### src/rtl/chain_relay_pkg.sv
package chain_relay_pkg;
  localparam int WORD_W = 32;
  localparam logic [15:0] SOF_TAG = 16'hFA57;
  localparam logic [31:0] CRC_POLY = 32'h04C11DB7;

  typedef enum logic [1:0] {RX_IDLE, RX_BODY, RX_CRC} rx_state_t;

  // One 32-bit word folded into the CRC register, MSB first.
  function automatic logic [31:0] crc32_step(input logic [31:0] acc, input logic [31:0] din);
    logic [31:0] c;
    logic fb;
    c = acc;
    for (int i = 31; i >= 0; i--) begin
      fb = c[31] ^ din[i];
      c = {c[30:0], 1'b0};
      if (fb) c = c ^ CRC_POLY;
    end
    return c;
  endfunction
endpackage

### src/rtl/cl_cadence.sv
module cl_cadence #(
  parameter int PERIOD = 125
) (
  input  logic clk,
  input  logic rst,
  output logic tick
);
  localparam int CW = (PERIOD > 2) ? $clog2(PERIOD) : 1;
  logic [CW-1:0] cnt;

  always_ff @(posedge clk) begin
    if (rst) begin
      cnt  <= '0;
      tick <= 1'b0;
    end else begin
      tick <= 1'b0;
      if (cnt == CW'(PERIOD - 1)) begin
        cnt  <= '0;
        tick <= 1'b1;
      end else begin
        cnt <= cnt + 1'b1;
      end
    end
  end
endmodule

### src/rtl/cl_frame_ram.sv
module cl_frame_ram #(
  parameter int DEPTH = 36,
  parameter int AW    = 6
) (
  input  logic          clk,
  input  logic          we,
  input  logic [AW-1:0] waddr,
  input  logic [31:0]   wdata,
  input  logic [AW-1:0] raddr,
  output logic [31:0]   rdata
);
  logic [31:0] mem [DEPTH];

  always_ff @(posedge clk) begin
    if (we) mem[waddr] <= wdata;
    rdata <= mem[raddr];
  end
endmodule

### src/rtl/cl_rx_parser.sv
module cl_rx_parser
  import chain_relay_pkg::*;
#(
  parameter int MAX_NODES = 7,
  parameter int REC_WORDS = 3,
  parameter int SLOT      = 18,
  parameter int AW        = 6
) (
  input  logic          clk,
  input  logic          rst,
  input  logic          enable,
  input  logic          rx_valid,
  input  logic [31:0]   rx_data,
  output logic          we,
  output logic [AW-1:0] waddr,
  output logic [31:0]   wdata,
  output logic          good_pulse,
  output logic          bad_pulse,
  output logic          ready_bank,
  output logic [7:0]    ready_cnt
);
  rx_state_t     state;
  logic [7:0]    cnt_r;
  logic [AW-1:0] widx, last_w;
  logic          wr_bank;
  logic [31:0]   crc_acc;

  always_comb begin
    we    = enable && rx_valid && (state == RX_BODY);
    waddr = (wr_bank ? AW'(SLOT) : '0) + widx;
    wdata = rx_data;
  end

  always_ff @(posedge clk) begin
    if (rst) begin
      state      <= RX_IDLE;
      cnt_r      <= '0;
      widx       <= '0;
      last_w     <= '0;
      wr_bank    <= 1'b0;
      crc_acc    <= '1;
      good_pulse <= 1'b0;
      bad_pulse  <= 1'b0;
      ready_bank <= 1'b0;
      ready_cnt  <= '0;
    end else begin
      good_pulse <= 1'b0;
      bad_pulse  <= 1'b0;
      if (!enable) begin
        state <= RX_IDLE;
      end else if (rx_valid) begin
        case (state)
          RX_IDLE: begin
            if (rx_data[31:16] == SOF_TAG) begin
              crc_acc <= crc32_step('1, rx_data);
              if (rx_data[7:0] == 8'd0 || rx_data[7:0] >= 8'(MAX_NODES)) begin
                bad_pulse <= 1'b1;
              end else begin
                cnt_r  <= rx_data[7:0];
                widx   <= '0;
                last_w <= AW'(rx_data[7:0]) * AW'(REC_WORDS) - AW'(1);
                state  <= RX_BODY;
              end
            end
          end
          RX_BODY: begin
            crc_acc <= crc32_step(crc_acc, rx_data);
            widx    <= widx + 1'b1;
            if (widx == last_w) state <= RX_CRC;
          end
          RX_CRC: begin
            state <= RX_IDLE;
            if (rx_data == ~crc_acc) begin
              good_pulse <= 1'b1;
              ready_bank <= wr_bank;
              ready_cnt  <= cnt_r;
              wr_bank    <= ~wr_bank;
            end else begin
              bad_pulse <= 1'b1;
            end
          end
          default: state <= RX_IDLE;
        endcase
      end
    end
  end
endmodule

### src/rtl/cl_tx_builder.sv
module cl_tx_builder
  import chain_relay_pkg::*;
#(
  parameter int MAX_NODES = 7,
  parameter int STATUS_W  = 64,
  parameter int REC_WORDS = 3,
  parameter int SLOT      = 18,
  parameter int AW        = 6
) (
  input  logic                clk,
  input  logic                rst,
  input  logic                tick,
  input  logic [7:0]          fwd_cnt,
  input  logic                fwd_bank,
  input  logic [31:0]         own_hdr,
  input  logic [STATUS_W-1:0] local_status,
  input  logic [31:0]         ram_q,
  output logic [AW-1:0]       raddr,
  output logic                tx_valid,
  output logic [31:0]         tx_data
);
  localparam int IW = $clog2(MAX_NODES * REC_WORDS + 2) + 1;
  localparam int KW = (REC_WORDS > 1) ? $clog2(REC_WORDS) : 1;

  logic                busy, bank, s1_v;
  logic [IW-1:0]       idx, s1_idx, body_end, last_idx, k;
  logic [7:0]          n_fwd;
  logic [31:0]         hdr_l, crc_r, word;
  logic [STATUS_W-1:0] stat_l;
  logic [31:0]         own_w [REC_WORDS];

  always_comb begin
    own_w[0] = hdr_l;
    for (int j = 1; j < REC_WORDS; j++) own_w[j] = stat_l[STATUS_W - 32*j +: 32];
  end

  // stage 0: address for the forwarded record words
  always_comb begin
    if (idx == '0 || idx > body_end) raddr = bank ? AW'(SLOT) : '0;
    else raddr = (bank ? AW'(SLOT) : '0) + AW'(idx - 1'b1);
  end

  // stage 1: word selection
  always_comb begin
    k = s1_idx - body_end - 1'b1;
    if (s1_idx == '0)           word = {SOF_TAG, 8'h00, n_fwd + 8'd1};
    else if (s1_idx <= body_end) word = ram_q;
    else if (s1_idx < last_idx)  word = own_w[k[KW-1:0]];
    else                         word = ~crc_r;
  end

  always_ff @(posedge clk) begin
    if (rst) begin
      busy     <= 1'b0;
      idx      <= '0;
      s1_v     <= 1'b0;
      s1_idx   <= '0;
      n_fwd    <= '0;
      bank     <= 1'b0;
      hdr_l    <= '0;
      stat_l   <= '0;
      body_end <= '0;
      last_idx <= '0;
      crc_r    <= '1;
      tx_valid <= 1'b0;
      tx_data  <= '0;
    end else begin
      s1_v   <= busy;
      s1_idx <= idx;
      if (tick) begin
        busy     <= 1'b1;
        idx      <= '0;
        n_fwd    <= fwd_cnt;
        bank     <= fwd_bank;
        hdr_l    <= own_hdr;
        stat_l   <= local_status;
        body_end <= IW'(fwd_cnt) * IW'(REC_WORDS);
        last_idx <= IW'(fwd_cnt) * IW'(REC_WORDS) + IW'(REC_WORDS) + IW'(1);
      end else if (busy) begin
        idx <= idx + 1'b1;
        if (idx == last_idx) busy <= 1'b0;
      end
      tx_valid <= s1_v;
      if (s1_v) begin
        tx_data <= word;
        crc_r   <= (s1_idx == '0) ? crc32_step('1, word) : crc32_step(crc_r, word);
      end
    end
  end
endmodule

### src/rtl/chain_status_relay.sv
module chain_status_relay #(
  parameter int PERIOD    = 125,
  parameter int MAX_NODES = 7,
  parameter int STATUS_W  = 64
) (
  input  logic                clk,
  input  logic                rst,
  input  logic                tail_mode,
  input  logic [7:0]          node_id,
  input  logic [STATUS_W-1:0] local_status,
  input  logic                rx_valid,
  input  logic [31:0]         rx_data,
  output logic                tx_valid,
  output logic [31:0]         tx_data
);
  localparam int REC_WORDS = 1 + STATUS_W / 32;
  localparam int SLOT      = (MAX_NODES - 1) * REC_WORDS;
  localparam int DEPTH     = 2 * SLOT;
  localparam int AW        = $clog2(DEPTH);

  logic          tick, we, good_pulse, bad_pulse, ready_bank;
  logic [AW-1:0] waddr, raddr;
  logic [31:0]   wdata, ram_q, own_hdr;
  logic [7:0]    ready_cnt, fwd_cnt;
  logic          good_seen, bad_seen, tmo, link_err;

  cl_cadence #(.PERIOD(PERIOD)) u_cad (.clk(clk), .rst(rst), .tick(tick));

  cl_rx_parser #(.MAX_NODES(MAX_NODES), .REC_WORDS(REC_WORDS), .SLOT(SLOT), .AW(AW)) u_rx (
    .clk(clk), .rst(rst), .enable(!tail_mode), .rx_valid(rx_valid), .rx_data(rx_data),
    .we(we), .waddr(waddr), .wdata(wdata), .good_pulse(good_pulse), .bad_pulse(bad_pulse),
    .ready_bank(ready_bank), .ready_cnt(ready_cnt));

  cl_frame_ram #(.DEPTH(DEPTH), .AW(AW)) u_ram (
    .clk(clk), .we(we), .waddr(waddr), .wdata(wdata), .raddr(raddr), .rdata(ram_q));

  // events collected over one cadence period
  always_ff @(posedge clk) begin
    if (rst) begin
      good_seen <= 1'b0;
      bad_seen  <= 1'b0;
    end else if (tick) begin
      good_seen <= good_pulse;
      bad_seen  <= bad_pulse;
    end else begin
      good_seen <= good_seen | good_pulse;
      bad_seen  <= bad_seen | bad_pulse;
    end
  end

  always_comb begin
    fwd_cnt  = (tail_mode || !good_seen) ? 8'd0 : ready_cnt;
    link_err = !tail_mode && bad_seen;
    tmo      = !tail_mode && !good_seen && !bad_seen;
    own_hdr  = {node_id, 22'd0, tmo, link_err};
  end

  cl_tx_builder #(.MAX_NODES(MAX_NODES), .STATUS_W(STATUS_W), .REC_WORDS(REC_WORDS),
                  .SLOT(SLOT), .AW(AW)) u_tx (
    .clk(clk), .rst(rst), .tick(tick), .fwd_cnt(fwd_cnt), .fwd_bank(ready_bank),
    .own_hdr(own_hdr), .local_status(local_status), .ram_q(ram_q), .raddr(raddr),
    .tx_valid(tx_valid), .tx_data(tx_data));
endmodule

### config.mk
export PLATFORM = sky130hd
export DESIGN_NAME = chain_status_relay
export DESIGN_NICKNAME = d
export VERILOG_FILES = /design/src/rtl/chain_relay_pkg.sv /design/src/rtl/cl_cadence.sv /design/src/rtl/cl_frame_ram.sv /design/src/rtl/cl_rx_parser.sv /design/src/rtl/cl_tx_builder.sv /design/src/rtl/chain_status_relay.sv
export SDC_FILE = /design/constraint.sdc
export NUM_CORES = 2
export LEC_CHECK = 0
export BUFFER_PORTS_ARGS = -buffer_cell sky130_fd_sc_hd__buf_2
export CAP_MARGIN = 20
export CORE_MARGIN = 1
export CORE_UTILIZATION = 45
export DETAILED_ROUTE_END_ITERATION = 16
export PLACE_DENSITY_LB_ADDON = 0.15
export SLEW_MARGIN = 15
export SYNTH_ARGS = -nofsm -noshare
export SYNTH_HDL_FRONTEND = slang
export SYNTH_HIERARCHICAL = 1
export SYNTH_SLANG_ARGS = --single-unit
export TNS_END_PERCENT = 30
### constraint.sdc
create_clock -name clk -period 5.9 [get_ports clk]
set_input_delay 0.59 -clock clk [delete_from_list [all_inputs] [get_ports clk]]
set_output_delay 0.59 -clock clk [all_outputs]
set_load 0.02 [all_outputs]
==> summary.md <==
The arrival time at the worst endpoint was 6.34 ns. In the routed design, unresolved DRC markers number 0. The slowest stage of the critical path belongs to the cell xnor2_1. The worst pin sits at a relative slew slack of 28.85%. Synthesis handed over a netlist of 5160 instances.

Sequential elements use 56.00% of the synthesized area. For the number of pins exceeding their max-slew limit in the final report, the log shows 0. In this run the cell area of the synthesized design comes to 72540 sq um.

From bottom edge to top edge, the die measures 403.5 um. The half-perimeter wire length after detailed placement is 140400 um, and the die area is 162800 sq um. The die boundary width is 403.5 um. Along the worst path, the maximum fanout reaches 18. From synthesis to final layout, the design area changed by 13.87%.

The core region is 159100 sq um. For the initial antenna violation count, the log shows 5. The clock reaches the later pin of the worst-skew pair after 0.81 ns.

The slew of the pin with the lowest slew margin was 1.056 ns; the share of flip-flops with an asynchronous set or reset was 0%. 141 I/O pins were placed. Static timing analysis puts the maximum clock frequency at 176.2 MHz. The count of antenna-violating nets left after detailed routing came out at 1. The detailed router finished its first iteration with 4340 violations. STA classifies the critical path endpoint as a flip-flop. Setup repair after global routing left no endpoint under its margin. The final reports fail on antenna rules. For the sink count of the clock tree, the log shows 1453. The sum of routed wire length over all layers was 211900 um; the count of final setup violators was 0.

The routed wire length per instance is 27.30 um. The run gives 108 as the number of distinct library cell variants in the gate-level netlist after synthesis. The run finished, with violations left.

The number of buffers created by CTS came out at 153. The first detailed-routing pass took 6 iterations. The maximum number of pins on one net before global-route repair was 160; the final clock skew was 0.05114 ns. The worst min-delay path class was input pin to flip-flop. Dividing the detail-routed via count by the number of cells gives 5.645.

The prevailing post-synth register cell is edfxtp_1. The library cells used most frequently in the layout, excluding fill and tap cells, are 1152 x edfxtp_1, 693 x mux2i_1, 580 x xnor2_1. The run gives 43810 as the count of vias placed by the detailed router.

The deepest clock path buffer count is 3. During placement, the flow inserted port buffers numbering 140. The cell seen most often among critical-path stages is xnor2_1. In this run the cell area measured after placement is 77490 sq um. The library cell used most frequently in the layout, excluding fill and tap cells, is edfxtp_1. The final worst-path cycle share came out at 96.17%. The number of synthesized flops with an enable pin was 1152; the delay of the slowest critical-path stage was 0.50 ns. The mean cell area of the mapped netlist is 14.06 sq um, and the count of yosys warnings during synthesis is 6. The first global-routing pass estimated 303900 um of wire. The critical path is of the flip-flop to flip-flop type.

The final layout contains 5639 nets. The worst-case IR drop observed on VDD is 0.6752 mV. The fraction of layout cells with a size suffix above 1 is 17.18%.

The post-synthesis register bit count was 1453. The kind of start point of the critical path is a flip-flop. Setup total negative slack on the finished layout was measured at 0 ns. The congestion estimate from routability-driven global placement came to 0.9382.

The sum of buffers and inverters on the critical path came out at 5. The H-tree was split into 4 levels. After clock tree synthesis, the clock-pin slew on the worst setup and hold paths is 0.06 ns. Summed over all cells, the static leakage comes to 28.09 nW. Number of hold-slack violations in the final timing report: 0. In this run the clock root is driven by a clkbuf_16. The logs give 42880 for the number of global-route vias before repair and 0 for the max-capacitance violation count. The total power density per cell area is 387.6 nW/um^2, and the data required time at the worst endpoint is 6.57 ns. TritonCTS built the clock tree. Broken down by cell family, the worst path's largest delay share belongs to XOR/XNOR gates. The effective utilization at floorplan is 45.59%. The initialized floorplan defines 146 standard-cell rows.

Walking the worst path, the cells encountered are inv_1, ha_1, nand2b_1, a21o_1, a31oi_4, buf_4, nand3_1, a32oi_4, buf_4, xnor2_1, xnor3_1, xor2_2, buf_4, xnor2_1, xnor2_1, xnor2_1, xor2_1, xnor2_1, buf_4, o211a_1, o21bai_1. The total congestion overflow came out at 0. Global routing used 25.71% of the available tracks across all layers. For the finished layout, the period the worst path requires is 5.674 ns.

Post-route cell area: 82600 sq um.
state kept, by name, indices dropped and copies added, names as in the netlist, 7 cells and up:
register / cells
u_cad/cnt: 7
u_ram/mem: 1152
u_ram/rdata: 32
u_rx/cnt_r: 8
u_rx/crc_acc: 32
u_rx/ready_cnt: 8
u_tx/crc_r: 32
u_tx/hdr_l: 32
u_tx/n_fwd: 7
u_tx/stat_l: 64
u_tx/tx_data: 32
cells by family after synthesis:
group,after synthesis,share of synthesized area (%)
xor+xnor,1012,16.41
flops,1453,56.00
other cells,1,0.005170
buf+inv,392,2.734
mux,735,10.73
compound gates,833,8.997
simple gates,677,4.117
fa+ha+maj,57,1.004
where the power goes:
part / switching [mW] / internal, mW / leakage (nW) / total (mW)
Sequential: 0.00208 / 11.0 / 12.8 / 11.0
Clock: 4.11 / 5.38 / 2.43 / 9.49
Combinational: 5.74 / 5.75 / 12.9 / 11.5
Total: 9.85 / 22.2 / 28.1 / 32.0
timing repair:
action	CTS	global route
gates resized for setup	0	2
endpoints found under the setup margin	0	12
setup buffers	0	3
hold endpoints to repair	9	0
hold buffers	9	0
cell usage after synthesis (all sizes together) (45+ instances only):
cell type / instances / area (sq um)
xor2: 214 / 2013
buf: 183 / 1187
nand2: 174 / 653.1
nor2: 324 / 1219
ha: 55 / 688.2
a22oi: 143 / 1121
a22o: 65 / 569.3
edfxtp: 1152 / 34590
a21oi: 199 / 1018
o22ai: 45 / 281.5
a221oi: 69 / 885.8
o21ai: 79 / 399.1
mux2i: 696 / 6987
clkbuf: 151 / 578.1
inv: 58 / 217.7
dfxtp: 301 / 6026
xnor2: 618 / 5788
xnor3: 149 / 3363
cell type report:
type                            count  area (sq um)
Antenna cell                        9         22.52
Clock buffer                      205          4179
Clock inverter                     82         785.8
Fill cell                       13370         76510
Inverter                           58         217.7
Multi-Input combinational cell   3336         30390
Sequential cell                  1453         40620
Tap cell                         2146          2685
Timing Repair Buffer              472          3697
path summary, 6_finish.rpt:
| check | from | to | slack (ns) | depth (start not counted) |
|---|---|---|---|---|
| max reg2reg | u_tx/body_end[1]$_SDFFE_PP0P_ | u_tx/crc_r[20]$_SDFFE_PP1P_ | 0.23 | 21 |
| min | local_status[11] | u_tx/stat_l[11]$_SDFFE_PP0P_ | 0.05 | 3 |
| min reg2reg | u_rx/good_pulse$_SDFF_PP0_ | good_seen$_SDFF_PP0_ | 0.43 | 2 |
| max | u_tx/body_end[1]$_SDFFE_PP0P_ | u_tx/crc_r[20]$_SDFFE_PP1P_ | 0.23 | 21 |
worst min-delay path, cell delays in order:
cell,delay (ns)
buf_2,0.08
mux2i_1,0.06
nor2_1,0.08
per-layer routing:
metal	vias to the layer above	GRT usage, %	share of wire, %
li1	19850	-	-
met1	22410	36.53	45
met2	1302	41.26	47
met3	253	3.252	5.8
met4	2	7.438	2.6
met5	-	0	0.0061
per-stage QoR:
stage | cells | hold WS (ns) | setup slack (ns) | util (%) | power, mW
after floorplan | 5181 | 0.4048 | 0.7901 | - | 19.84
after detailed placement | 7453 | 0.4205 | 0.2263 | 48.70 | 22.68
after CTS | 7749 | 0.0008052 | 0.1771 | 51.88 | 32.22
final | 7761 | 0.05154 | 0.2259 | 51.91 | 32.01
after global routing | 7752 | 0.02688 | 0.01927 | 51.90 | 33.11
after global placement | 7453 | 0.4171 | 0.2865 | 48.70 | 22.67
No activity file was read; power rests on OpenSTA's default activity.
